File: config.mk
export PLATFORM = sky130hd
export DESIGN_NAME = vram_bank_switch
export DESIGN_NICKNAME = d
export VERILOG_FILES = /design/src/rtl/vbs_pkg.sv /design/src/rtl/vbs_swap_ctrl.sv /design/src/rtl/vbs_lane_fmt.sv /design/src/rtl/vbs_bank_port.sv /design/src/rtl/vbs_read_stage.sv /design/src/rtl/vram_bank_switch.sv
export SDC_FILE = /design/constraint.sdc
export NUM_CORES = 1
export LEC_CHECK = 0
export BUFFER_PORTS_ARGS = -buffer_cell sky130_fd_sc_hd__clkbuf_2
export CORE_MARGIN = 2
export CORE_UTILIZATION = 42
export CTS_BUF_LIST = sky130_fd_sc_hd__clkbuf_8 sky130_fd_sc_hd__clkbuf_16
export CTS_CLUSTER_DIAMETER = 50
export DETAILED_ROUTE_END_ITERATION = 8
export GPL_TIMING_DRIVEN = 0
export PLACE_DENSITY = 0.88
export SYNTH_ARGS = -nofsm -noshare
export SYNTH_HDL_FRONTEND = slang
export SYNTH_SLANG_ARGS = --single-unit
File: constraint.sdc
create_clock -name clk -period 2.5 [get_ports clk]
set_clock_uncertainty 0.1 [all_clocks]
set_input_delay 0.375 -clock clk [delete_from_list [all_inputs] [get_ports clk]]
set_output_delay 0.375 -clock clk [all_outputs]
set_load 0.005 [all_outputs]
File: src/rtl/vbs_pkg.sv
package vbs_pkg;

   typedef enum logic [1:0] {
      LANE_FULL     = 2'b00,
      LANE_LOW      = 2'b01,
      LANE_HIGH     = 2'b10,
      LANE_FULL_ALT = 2'b11
   } lane_mode_e;

   localparam int unsigned NUM_BANKS = 2;
   localparam int unsigned NUM_LANES = 2;

endpackage

File: src/rtl/vbs_swap_ctrl.sv
module vbs_swap_ctrl (
   input  logic clk,
   input  logic rst_n,
   input  logic swap_req,
   input  logic frame_edge,
   output logic disp_sel,
   output logic pending
);

   logic fire;

   assign fire = frame_edge & (pending | swap_req);

   always_ff @(posedge clk or negedge rst_n) begin
      if (!rst_n) begin
         disp_sel <= 1'b0;
         pending  <= 1'b0;
      end else if (fire) begin
         disp_sel <= ~disp_sel;
         pending  <= 1'b0;
      end else if (swap_req) begin
         pending  <= 1'b1;
      end
   end

endmodule

File: src/rtl/vbs_lane_fmt.sv
module vbs_lane_fmt
   import vbs_pkg::*;
#(
   parameter int unsigned PIX_W = 16
) (
   input  lane_mode_e                 mode,
   input  logic [PIX_W-1:0]           host_wdata,
   input  logic [PIX_W-1:0]           bank_rdata,
   output logic [PIX_W-1:0]           wr_data,
   output logic [NUM_LANES-1:0]       wr_be,
   output logic [PIX_W-1:0]           rd_data
);

   localparam int unsigned LANE_W = PIX_W / NUM_LANES;

   logic [LANE_W-1:0] byte_in;
   logic [LANE_W-1:0] lane_lo;
   logic [LANE_W-1:0] lane_hi;

   assign byte_in = host_wdata[LANE_W-1:0];
   assign lane_lo = bank_rdata[LANE_W-1:0];
   assign lane_hi = bank_rdata[PIX_W-1:LANE_W];

   always_comb begin
      unique case (mode)
         LANE_LOW: begin
            wr_be   = 2'b01;
            wr_data = {byte_in, byte_in};
            rd_data = {{LANE_W{1'b0}}, lane_lo};
         end
         LANE_HIGH: begin
            wr_be   = 2'b10;
            wr_data = {byte_in, byte_in};
            rd_data = {{LANE_W{1'b0}}, lane_hi};
         end
         default: begin
            wr_be   = 2'b11;
            wr_data = host_wdata;
            rd_data = bank_rdata;
         end
      endcase
   end

endmodule

File: src/rtl/vbs_bank_port.sv
module vbs_bank_port
   import vbs_pkg::*;
#(
   parameter int unsigned ADDR_W = 20,
   parameter int unsigned PIX_W  = 16
) (
   input  logic                   is_host,
   input  logic                   host_req,
   input  logic                   host_we,
   input  logic [ADDR_W-1:0]      host_addr,
   input  logic [PIX_W-1:0]       wr_data,
   input  logic [NUM_LANES-1:0]   wr_be,
   input  logic [ADDR_W-1:0]      disp_addr,
   output logic [ADDR_W-1:0]      mem_addr,
   output logic [PIX_W-1:0]       mem_wdata,
   output logic                   mem_we,
   output logic [NUM_LANES-1:0]   mem_be
);

   logic wr_now;

   assign wr_now    = is_host & host_req & host_we;
   assign mem_addr  = is_host ? host_addr : disp_addr;
   assign mem_wdata = is_host ? wr_data : '0;
   assign mem_we    = wr_now;
   assign mem_be    = wr_now ? wr_be : '0;

endmodule

File: src/rtl/vbs_read_stage.sv
module vbs_read_stage #(
   parameter int unsigned W       = 16,
   parameter bit          OUT_REG = 1'b1
) (
   input  logic         clk,
   input  logic         rst_n,
   input  logic         load,
   input  logic [W-1:0] d,
   output logic [W-1:0] q
);

   if (OUT_REG) begin : g_reg
      always_ff @(posedge clk or negedge rst_n) begin
         if (!rst_n)    q <= '0;
         else if (load) q <= d;
      end
   end else begin : g_comb
      logic unused_in;
      assign unused_in = clk ^ rst_n ^ load;
      assign q = d;
   end

endmodule

File: src/rtl/vram_bank_switch.sv
module vram_bank_switch
   import vbs_pkg::*;
#(
   parameter int unsigned ADDR_W  = 20,
   parameter int unsigned PIX_W   = 16,
   parameter bit          OUT_REG = 1'b1
) (
   input  logic              clk,
   input  logic              rst_n,
   input  logic              host_req,
   input  logic              host_we,
   input  logic [ADDR_W-1:0] host_addr,
   input  logic [PIX_W-1:0]  host_wdata,
   input  logic [1:0]        lane_mode,
   output logic [PIX_W-1:0]  host_rdata,
   input  logic              swap_req,
   input  logic              vblank_start,
   input  logic [ADDR_W-1:0] disp_addr,
   output logic [PIX_W-1:0]  disp_pix,
   output logic              disp_bank,
   output logic              swap_busy,
   output logic [ADDR_W-1:0] a_addr,
   output logic [PIX_W-1:0]  a_wdata,
   output logic              a_we,
   output logic [1:0]        a_be,
   input  logic [PIX_W-1:0]  a_rdata,
   output logic [ADDR_W-1:0] b_addr,
   output logic [PIX_W-1:0]  b_wdata,
   output logic              b_we,
   output logic [1:0]        b_be,
   input  logic [PIX_W-1:0]  b_rdata
);

   if (PIX_W < 2 || (PIX_W % NUM_LANES) != 0) begin : g_bad_pix
      $error("PIX_W must be an even width of at least 2");
   end
   if (ADDR_W < 1 || ADDR_W > 30) begin : g_bad_addr
      $error("ADDR_W out of range");
   end

   lane_mode_e                 mode;
   logic                       disp_sel;
   logic [PIX_W-1:0]           wr_data;
   logic [NUM_LANES-1:0]       wr_be;
   logic [PIX_W-1:0]           host_raw;
   logic [PIX_W-1:0]           host_fmt;
   logic [PIX_W-1:0]           disp_raw;

   logic [ADDR_W-1:0]          bk_addr  [NUM_BANKS];
   logic [PIX_W-1:0]           bk_wdata [NUM_BANKS];
   logic                       bk_we    [NUM_BANKS];
   logic [NUM_LANES-1:0]       bk_be    [NUM_BANKS];
   logic [PIX_W-1:0]           bk_rdata [NUM_BANKS];

   assign mode = lane_mode_e'(lane_mode);

   vbs_swap_ctrl u_swap (
      .clk        (clk),
      .rst_n      (rst_n),
      .swap_req   (swap_req),
      .frame_edge (vblank_start),
      .disp_sel   (disp_sel),
      .pending    (swap_busy)
   );

   assign disp_bank = disp_sel;

   assign bk_rdata[0] = a_rdata;
   assign bk_rdata[1] = b_rdata;
   assign host_raw    = bk_rdata[~disp_sel];
   assign disp_raw    = bk_rdata[disp_sel];

   vbs_lane_fmt #(.PIX_W(PIX_W)) u_fmt (
      .mode       (mode),
      .host_wdata (host_wdata),
      .bank_rdata (host_raw),
      .wr_data    (wr_data),
      .wr_be      (wr_be),
      .rd_data    (host_fmt)
   );

   for (genvar gb = 0; gb < NUM_BANKS; gb++) begin : g_bank
      vbs_bank_port #(.ADDR_W(ADDR_W), .PIX_W(PIX_W)) u_port (
         .is_host   (disp_sel != 1'(gb)),
         .host_req  (host_req),
         .host_we   (host_we),
         .host_addr (host_addr),
         .wr_data   (wr_data),
         .wr_be     (wr_be),
         .disp_addr (disp_addr),
         .mem_addr  (bk_addr[gb]),
         .mem_wdata (bk_wdata[gb]),
         .mem_we    (bk_we[gb]),
         .mem_be    (bk_be[gb])
      );
   end

   assign a_addr  = bk_addr[0];
   assign a_wdata = bk_wdata[0];
   assign a_we    = bk_we[0];
   assign a_be    = bk_be[0];
   assign b_addr  = bk_addr[1];
   assign b_wdata = bk_wdata[1];
   assign b_we    = bk_we[1];
   assign b_be    = bk_be[1];

   vbs_read_stage #(.W(PIX_W), .OUT_REG(OUT_REG)) u_host_rd (
      .clk   (clk),
      .rst_n (rst_n),
      .load  (host_req & ~host_we),
      .d     (host_fmt),
      .q     (host_rdata)
   );

   vbs_read_stage #(.W(PIX_W), .OUT_REG(OUT_REG)) u_disp_rd (
      .clk   (clk),
      .rst_n (rst_n),
      .load  (1'b1),
      .d     (disp_raw),
      .q     (disp_pix)
   );

endmodule

==> results of run 1 <==
per-layer routing:
metal | wire (um) | part of all wire [%] | vias to the layer above
met5 | 27 | 0.33 | -
met4 | 116 | 1.4 | 4
met3 | 713 | 8.6 | 17
met2 | 4020 | 48 | 115
met1 | 3420 | 41 | 1189
li1 | - | - | 1229
layout make-up:
type / instances / area (um2) / area share, %
clock inverters: 2 / 8.76 / 0.240
inverters: 4 / 15.0 / 0.412
plain buffers: 18 / 148 / 4.05
diodes: 1 / 2.50 / 0.0687
flip-flops and latches: 34 / 851 / 23.4
repair buffers: 207 / 1040 / 28.4
clock buffers: 6 / 82.6 / 2.27
well taps: 72 / 90.1 / 2.47
multi-input cells: 174 / 1410 / 38.7
final timing paths:
kind,startpoint,endpoint,cells after the start
max,lane_mode[0],a_wdata[14],8
min,rst_n,u_disp_rd.q[0],1
max reg2reg,u_swap.disp_sel,u_host_rd.q[4],5
min reg2reg,u_host_rd.q[11],u_host_rd.q[11],2
max in group asynchronous,rst_n,u_disp_rd.q[7],1
min in group clk,vblank_start,u_swap.pending,2
power by group:
group / internal [W] / switching [W]
registers: 0.000699 / 0.0000629
logic: 0.00109 / 0.000916
clock network: 0.000218 / 0.000201
kinds of logic after synthesis:
logic type | synth area share [%]
muxes | 36.5
and+or+nand+nor | 13.4
DFF | 35.1
AOI/OAI and AO/OA | 5.84
buffers and inverters | 6.71
adders and majority gates | 2.07
xor gates and xnor gates | 0.362
layout by cell type, fill, tap and decap left out:
cell type	count
mux2_2	63
o211ai_1	4
a22oi_1	3
xnor2_1	1
a22oi_2	1
inv_1	5
clkbuf_8	6
clkinv_2	1
or2_1	1
ha_1	4
nand3_1	1
nor2_1	14
o21ai_0	12
dfrtp_1	34
nor4bb_1	1
clkbuf_2	207
diode_2	1
o21bai_2	1
nand2_1	25
buf_4	3
mux2_4	1
buf_6	8
nor2b_1	16
nand2b_1	1
mux2i_1	16
o21ai_1	1
buf_2	7
and2_1	8
sequential cells by signal (all words and copies together) (netlist names):
name	count
u_swap.disp_sel	1
u_disp_rd.q	16
u_swap.pending	1
u_host_rd.q	16
through the flow:
stage	setup WS [ps]	util [%]	power (W)	instance area, um2
global placement	282	64.0	0.00274	3550
detailed placement	239	64.0	0.00278	3550
finish	252	65.7	0.00318	3640
CTS	238	65.7	0.00321	3640
floorplan	708	-	0.00196	2420
global route	153	65.7	0.00339	3640
==> results.rst, run 1 <==
.. list-table::
   :header-rows: 1

   * - Metric
     - Value
   * - Async set-reset flop share out of synthesis
     - 100%
   * - Share of the clock period used by the worst path after layout
     - around 90%
   * - Number of clock buffers inserted by TritonCTS
     - 5
   * - Worst slew margin
     - about two fifths
   * - Largest cells by area after synthesis
     - dfrtp_1, mux2_2, mux2i_1
   * - Number of slew-limit violations in the final report
     - 0
   * - Detailed-routing iteration count for the pre-antenna-repair pass
     - 4
   * - Synthesized area per cell
     - 10.5 um2
   * - Synth-to-Final Area Change
     - 50.4%
   * - Gp weighted congestion
     - 0.845
   * - Max-cap viol count
     - 0
   * - Buf/Inv on CP
     - 5
   * - CTS tree
     - built
   * - Most frequent cell on the critical path
     - clkbuf_2
   * - Boundary Pins
     - approximately 210
   * - CTS hold repair buffers
     - 0
   * - Post-cts sizing count
     - 0
   * - Power per Cell Area
     - 874 nW/um2
   * - Cell row count
     - 27
   * - Count of nets left with antenna violations after detail routing
     - 0
   * - Sum of negative setup slack
     - 0 ps
   * - Count of warnings emitted by yosys
     - 0
   * - Die Outline Area
     - between 6000 and 7000 um2
   * - Maximum resistive drop on vdd
     - around 0.00045 V
   * - Netlist Area Pre-Place
     - about 2400 um2
   * - Arrival time reported for the critical path endpoint
     - around 1800 ps
   * - Outcome
     - complete, no violations
   * - Initial core utilization
     - a little over two fifths
   * - Layout Cells excl Fill
     - approximately 520
   * - Overall routing resource usage
     - between 20 and 30%
   * - Post-synth EDFFs
     - 0
   * - HP Class
     - primary input to asynchronous set/reset pin
   * - Critical-path cell with the highest stage delay
     - ha_1
   * - Count of unique library cells instantiated by Yosys
     - 24
   * - Most congested layer reported by global routing
     - met2
   * - Layout fillers
     - 453
   * - Worst Tran Pin Value
     - approximately 880 ps
   * - FMAX
     - 0.445 GHz
   * - Final net count
     - about 540
   * - Source-to-sink clock delay at the later pin of the worst-skew pair
     - between 200 and 300 ps
   * - Max FO, Critical Path
     - 10
   * - CTS H-tree lvls
     - 2
   * - Fraction of layout cells with a size suffix above 1
     - 67.0%
   * - Floorplan die width
     - about 80 um
   * - Flops & latches, synth
     - 34
   * - Final number of hold-violating endpoints
     - 0
   * - Remaining design rule violation count
     - 0
   * - Slack of the worst reg-to-reg path
     - 970 ps
   * - Detailed-placement wirelength estimate
     - ~6900 um
   * - Leading post-synthesis cells by instance count
     - mux2_2, dfrtp_1, nand2_1
   * - Worst-path cell chain
     - clkbuf_2 > inv_1 > ha_1 > buf_6 > buf_2 > mux2i_1 > nor2b_1 > clkbuf_2
   * - Final Setup Violations
     - 0
   * - Data required time of the critical path
     - just over 2000 ps
   * - Clock Root Buffer
     - clkbuf_8
   * - Static leakage
     - 2.02 nW
   * - Fin Hold WS
     - 98.3 ps
   * - Kind of cell adding the most delay to the critical path
     - buffers and inverters
   * - Vias in the first global route
     - between 2000 and 3000
   * - Iteration-0 DRC count of the detailed router
     - 83
   * - Cell count after synthesis
     - 230
   * - Met2 routing resource usage after global routing
     - 44.0%
   * - Time the final worst path needs with I/O delays and setup
     - about 2200 ps
   * - Met1 Track Usage GR
     - 31.0%
   * - Detailed Route WL
     - 8300 um
   * - Sort of element at the start of the critical path
     - primary input
   * - Congestion Overflow GR
     - 0
   * - Post-CTS repair timing setup buffer count
     - 0
   * - Number of placed cells counting well taps
     - 509
   * - Drt via density
     - between 4 and 5
   * - Buffers on Ports
     - approximately 210
   * - Yosys top cell by area
     - dfrtp_1
   * - Setup repair after global routing missed its margin
     - false
   * - Kind of end point of the critical path
     - output pin
   * - Most frequent cell after synthesis
     - mux2_2
   * - Share of the synthesized area in the top cell type
     - a little over a third
   * - Critical path class
     - primary input to output pin
   * - Dominant register cell in the synthesized netlist
     - dfrtp_1
   * - Floorplan die height
     - about 80 um
   * - Delay contributed by the slowest stage of the critical path
     - roughly 300 ps
   * - Met3 track demand over resource in global routing
     - 8.26%
   * - Total clock sinks
     - 34
   * - Wire length of the first global-routing pass
     - 12500 um
   * - CORE AREA
     - 5540 um2
   * - Initial antenna violation count
     - 3
   * - Syn_nets
     - 330
   * - Largest net degree at the start of global routing
     - 35
   * - Per-cell routed wire length
     - 16.0 um
   * - Number of buffers on the longest clock path
     - 2
   * - Seq/Total Area, Yosys
     - a little over a third
   * - Clock transition at path regs
     - 80 ps
   * - Total vias in the final route
     - 2554
Power figures use the tool's default switching activity.
==> run 2, diff against run 1 <==
- CORE_UTILIZATION: 42 -> 46
- SYNTH_HIERARCHICAL: not set -> 1
==> run 2 against run 1 <==
Non-clock buffer count up 10. Critical endpoint is now b_addr[18]. Register-to-register slack worse by 340 ps. Die area up 15%. Largest power group unchanged. Sequential share of layout area down 3.6 points. Sequential power up 12%. Power up 18%. Fmax down 4.6%. Highest routed layer is now met4. Wire length up 3.0%.
==> results.rst, run 2 <==
.. list-table::
   :header-rows: 1

   * - Metric
     - Value
   * - Uppermost layer routed
     - met4
   * - Critical path class
     - flop to output pin
   * - Source-to-sink clock delay at the later pin of the worst-skew pair
     - 280 ps (about the same)
   * - Boundary Pins
     - 208 (unchanged)
   * - Dominant register cell in the synthesized netlist
     - dfrtp_1
   * - Delay contributed by the slowest stage of the critical path
     - 480 ps (+180 ps)
   * - Outcome
     - complete, no violations
   * - Kind of end point of the critical path
     - output pin
   * - Power per Cell Area
     - 875 nW/um2 (+0.11%)
   * - Critical-path cell with the highest stage delay
     - dfrtp_1
   * - Part of the power in the clock network
     - 11.3% (-1.8 points)
   * - CTS H-tree lvls
     - 2 (unchanged)
   * - Count of unique library cells instantiated by Yosys
     - 20 (-17%)
   * - Detailed-placement wirelength estimate
     - 7070 um (+2.9%)
   * - Switching power share of the total
     - 34.5% (-2.5 points)
   * - Wire length of the first global-routing pass
     - 13300 um (+6.5%)
   * - Final net count
     - 555 (+2.0%)
   * - Syn_nets
     - 341 (+3.3%)
   * - Post-synth EDFFs
     - 0 (unchanged)
   * - Detailed Route WL
     - 8550 um (+3.0%)
   * - Flops & latches, synth
     - 34 (unchanged)
   * - Share of the clock period used by the worst path after layout
     - 94.2% (+4.3 points)
   * - Number of buffers on the longest clock path
     - 2 (unchanged)
   * - Max FO, Critical Path
     - 10 (unchanged)
   * - Vias in the first global route
     - 2731 (+6.6%)
   * - Routed wire length on met2
     - 4290 um (+6.8%)
   * - Arrival time reported for the critical path endpoint
     - 1880 ps (+110 ps)
   * - Switching power
     - 0.00130 W (+10%)
   * - Count of nets left with antenna violations after detail routing
     - 0 (unchanged)
   * - Clock Root Buffer
     - clkbuf_8
   * - FMAX
     - 0.425 GHz (-4.6%)
   * - Worst-path cell chain
     - buf_6 > buf_12 > inv_1 > buf_2 > mux2_4 > clkbuf_2
   * - Drt via density
     - 4.99 (+1.3%)
   * - Sum of negative setup slack
     - 0 ps (unchanged)
   * - Largest cells by area after synthesis
     - dfrtp_1, mux2_4, mux2_2
   * - Post-cts sizing count
     - 0 (unchanged)
   * - Worst slew margin
     - 42.5% (+1.2 points)
   * - Power Internal
     - 0.00246 W (+23%)
   * - Final number of hold-violating endpoints
     - 0 (unchanged)
   * - Cell row count
     - 29 (+7.4%)
   * - Setup repair after global routing missed its margin
     - false
   * - Remaining design rule violation count
     - 0 (unchanged)
   * - HP Class
     - primary input to asynchronous set/reset pin
   * - Synthesized area per cell
     - 12.6 um2 (+20%)
   * - Buf/Inv on CP
     - 5 (unchanged)
   * - Seq/Total Area, Yosys
     - 27.7% (-7.4 points)
   * - Leading post-synthesis cells by instance count
     - mux2_2, mux2_4, and2_1
   * - Synth-to-Final Area Change
     - 40.1%
   * - Largest net degree at the start of global routing
     - 35 (unchanged)
   * - Most frequent cell after synthesis
     - mux2_2
   * - R2r worst-path depth
     - 5 (unchanged)
   * - Detailed-routing iteration count for the pre-antenna-repair pass
     - 4 (unchanged)
   * - Data required time of the critical path
     - 2030 ps (about the same)
   * - Fraction of layout cells with a size suffix above 1
     - 77.7% (+11 points)
   * - Initial core utilization
     - 48.0% (+4.3 points)
   * - Routed metal-1 wirelength
     - 3530 um (+3.1%)
   * - Post-CTS repair timing setup buffer count
     - 0 (unchanged)
   * - Async set-reset flop share out of synthesis
     - 100% (unchanged)
   * - Time the final worst path needs with I/O delays and setup
     - 2360 ps (+107 ps)
   * - Share of the synthesized area in the top cell type
     - 27.7% (-7.4 points)
   * - Number of slew-limit violations in the final report
     - 0 (unchanged)
   * - Share of power burned in registers
     - 22.7% (-1.2 points)
   * - Final Setup Violations
     - 0 (unchanged)
   * - Total clock sinks
     - 34 (unchanged)
   * - Number of logic stages on the critical path including buffering
     - 6 (-2)
   * - Static leakage
     - 2.38 nW (+18%)
   * - Count of warnings emitted by yosys
     - 6 (+6)
   * - Floorplan die width
     - 85.7 um (+7.1%)
   * - Per-cell routed wire length
     - 15.9 um (-0.42%)
   * - Worst Tran Pin Value
     - 863 ps (-18.5 ps)
   * - Maximum resistive drop on vdd
     - 0.000590 V (+32%)
   * - Clock transition at path regs
     - 70 ps (about the same)
   * - Leading cell types in the layout, fill and taps excluded
     - clkbuf_2, mux2_2, mux2_4, and2_1, dfrtp_1
   * - DR WL met3
     - 533 um (-25%)
   * - Die Outline Area
     - 7340 um2 (+15%)
   * - CORE AREA
     - 6390 um2 (+15%)
   * - Registers with the most flip-flops
     - u_disp_rd/q x16, u_host_rd/q x16
   * - Number of clock buffers inserted by TritonCTS
     - 5 (unchanged)
   * - CTS hold repair buffers
     - 0 (unchanged)
   * - Netlist Area Pre-Place
     - 3070 um2 (+27%)
   * - Fraction of power consumed by combinational cells
     - 66.0% (+3.1 points)
   * - Total vias in the final route
     - 2677 (+4.8%)
   * - CTS tree
     - built
   * - Floorplan die height
     - 85.7 um (+7.1%)
   * - Max-cap viol count
     - 0 (unchanged)
   * - Kind of cell adding the most delay to the critical path
     - buffers and inverters
   * - Gp weighted congestion
     - 0.827 (-2.1%)
   * - Buffers on Ports
     - 207 (unchanged)
   * - Most common cell after layout, fill and taps aside
     - clkbuf_2
   * - Overall routing resource usage
     - 22.8% (-2.7 points)
   * - Fin Hold WS
     - 86.7 ps (-11.7 ps)
   * - Yosys top cell by area
     - dfrtp_1
   * - Iteration-0 DRC count of the detailed router
     - 95 (+14%)
   * - Congestion Overflow GR
     - 0 (unchanged)
   * - Cell count after synthesis
     - 243 (+5.7%)
   * - Layout fillers
     - 483 (+6.6%)
   * - Sort of element at the start of the critical path
     - flop
   * - Initial antenna violation count
     - 1 (-2)
[run 2: cell count changes after synthesis, sizes merged, moves of 4 or more]
cell,previous run,this run
a22oi,4,0
nand2,25,0
o211ai,4,0
mux2i,16,0
mux2,64,112
o21ai,13,1
buf,18,27
nor2,14,2
and2,8,40
nor2b,16,2
and4,0,4
a22o,0,8
[run 2: power by group through the flow]
stage	combinational [W]	clock, W	sequential (W)
6_report	0.00248	0.000426	0.000854
5_1_grt	0.00266	0.000461	0.000876
4_1_cts	0.00250	0.000438	0.000855
3_5_place_dp	0.00249	0	0.000863
3_3_place_gp	0.00244	0	0.000855
2_1_floorplan	0.00162	0	0.000860
[run 2: final timing paths]
path                       slack [ps]               to       startpoint
setup / recovery                  140       b_addr[18]  u_swap/disp_sel
hold / removal                     90  u_host_rd/q[11]            rst_n
setup reg to reg                  630   u_host_rd/q[1]  u_swap/disp_sel
hold reg to reg                   410  u_host_rd/q[15]  u_host_rd/q[15]
max in group asynchronous        1670   u_swap/pending            rst_n
min in group clk                  160   u_swap/pending     vblank_start
[run 2: kinds of logic (layout without fill, tap and decap cells)]
group,count (synthesis),after routing,synth area share (%)
AO/OA/AOI/OAI,9,9,2.57
AND/OR/NAND/NOR,51,51,10.6
buffers and inverters,33,248,10.5
adder cells (fa/ha/maj),2,2,0.816
multiplexers,112,112,47.4
other,1,2,0.122
flip-flops,34,34,27.7
XOR/XNOR,1,1,0.286
[run 2: layer usage]
layer | GRT usage [%] | vias to the layer above
met5 | 0 | -
met4 | 8.37 | 0
met3 | 4.14 | 12
met2 | 39.8 | 121
met1 | 28.1 | 1268
li1 | - | 1276
[run 2: layout make-up]
type                            instances  area, um2  share of cell area [%]
Inverter                                5       18.8                   0.437
Tap cell                               77       96.3                    2.24
Timing Repair Buffer                  207       1040                    24.1
Sequential cell                        34        851                    19.8
Antenna cell                            1       2.50                  0.0582
Clock inverter                          2       12.5                   0.291
Multi-Input combinational cell        176       1890                    44.1
Buffer                                 28        304                    7.08
Clock buffer                            6       82.6                    1.92
[run 2: worst register-to-register path: stages, from the launching register on]
cell	delay [ps]
dfrtp_1	510
buf_6	200
buf_12	150
mux2_4	320
a22o_1	220
mux2_2	260
[run 2: stage by stage]
step / area, um2 / utilization (%) / cells / setup WS (ps) / total power (W)
6_report: 4300 / 67.3 / 536 / 145 / 0.00376
5_1_grt: 4300 / 67.3 / 536 / 62.1 / 0.00400
4_1_cts: 4290 / 67.2 / 535 / 112 / 0.00380
3_5_place_dp: 4200 / 65.8 / 527 / 191 / 0.00335
3_3_place_gp: 4200 / 65.8 / 527 / 255 / 0.00329
2_1_floorplan: 3070 / - / 243 / 579 / 0.00248
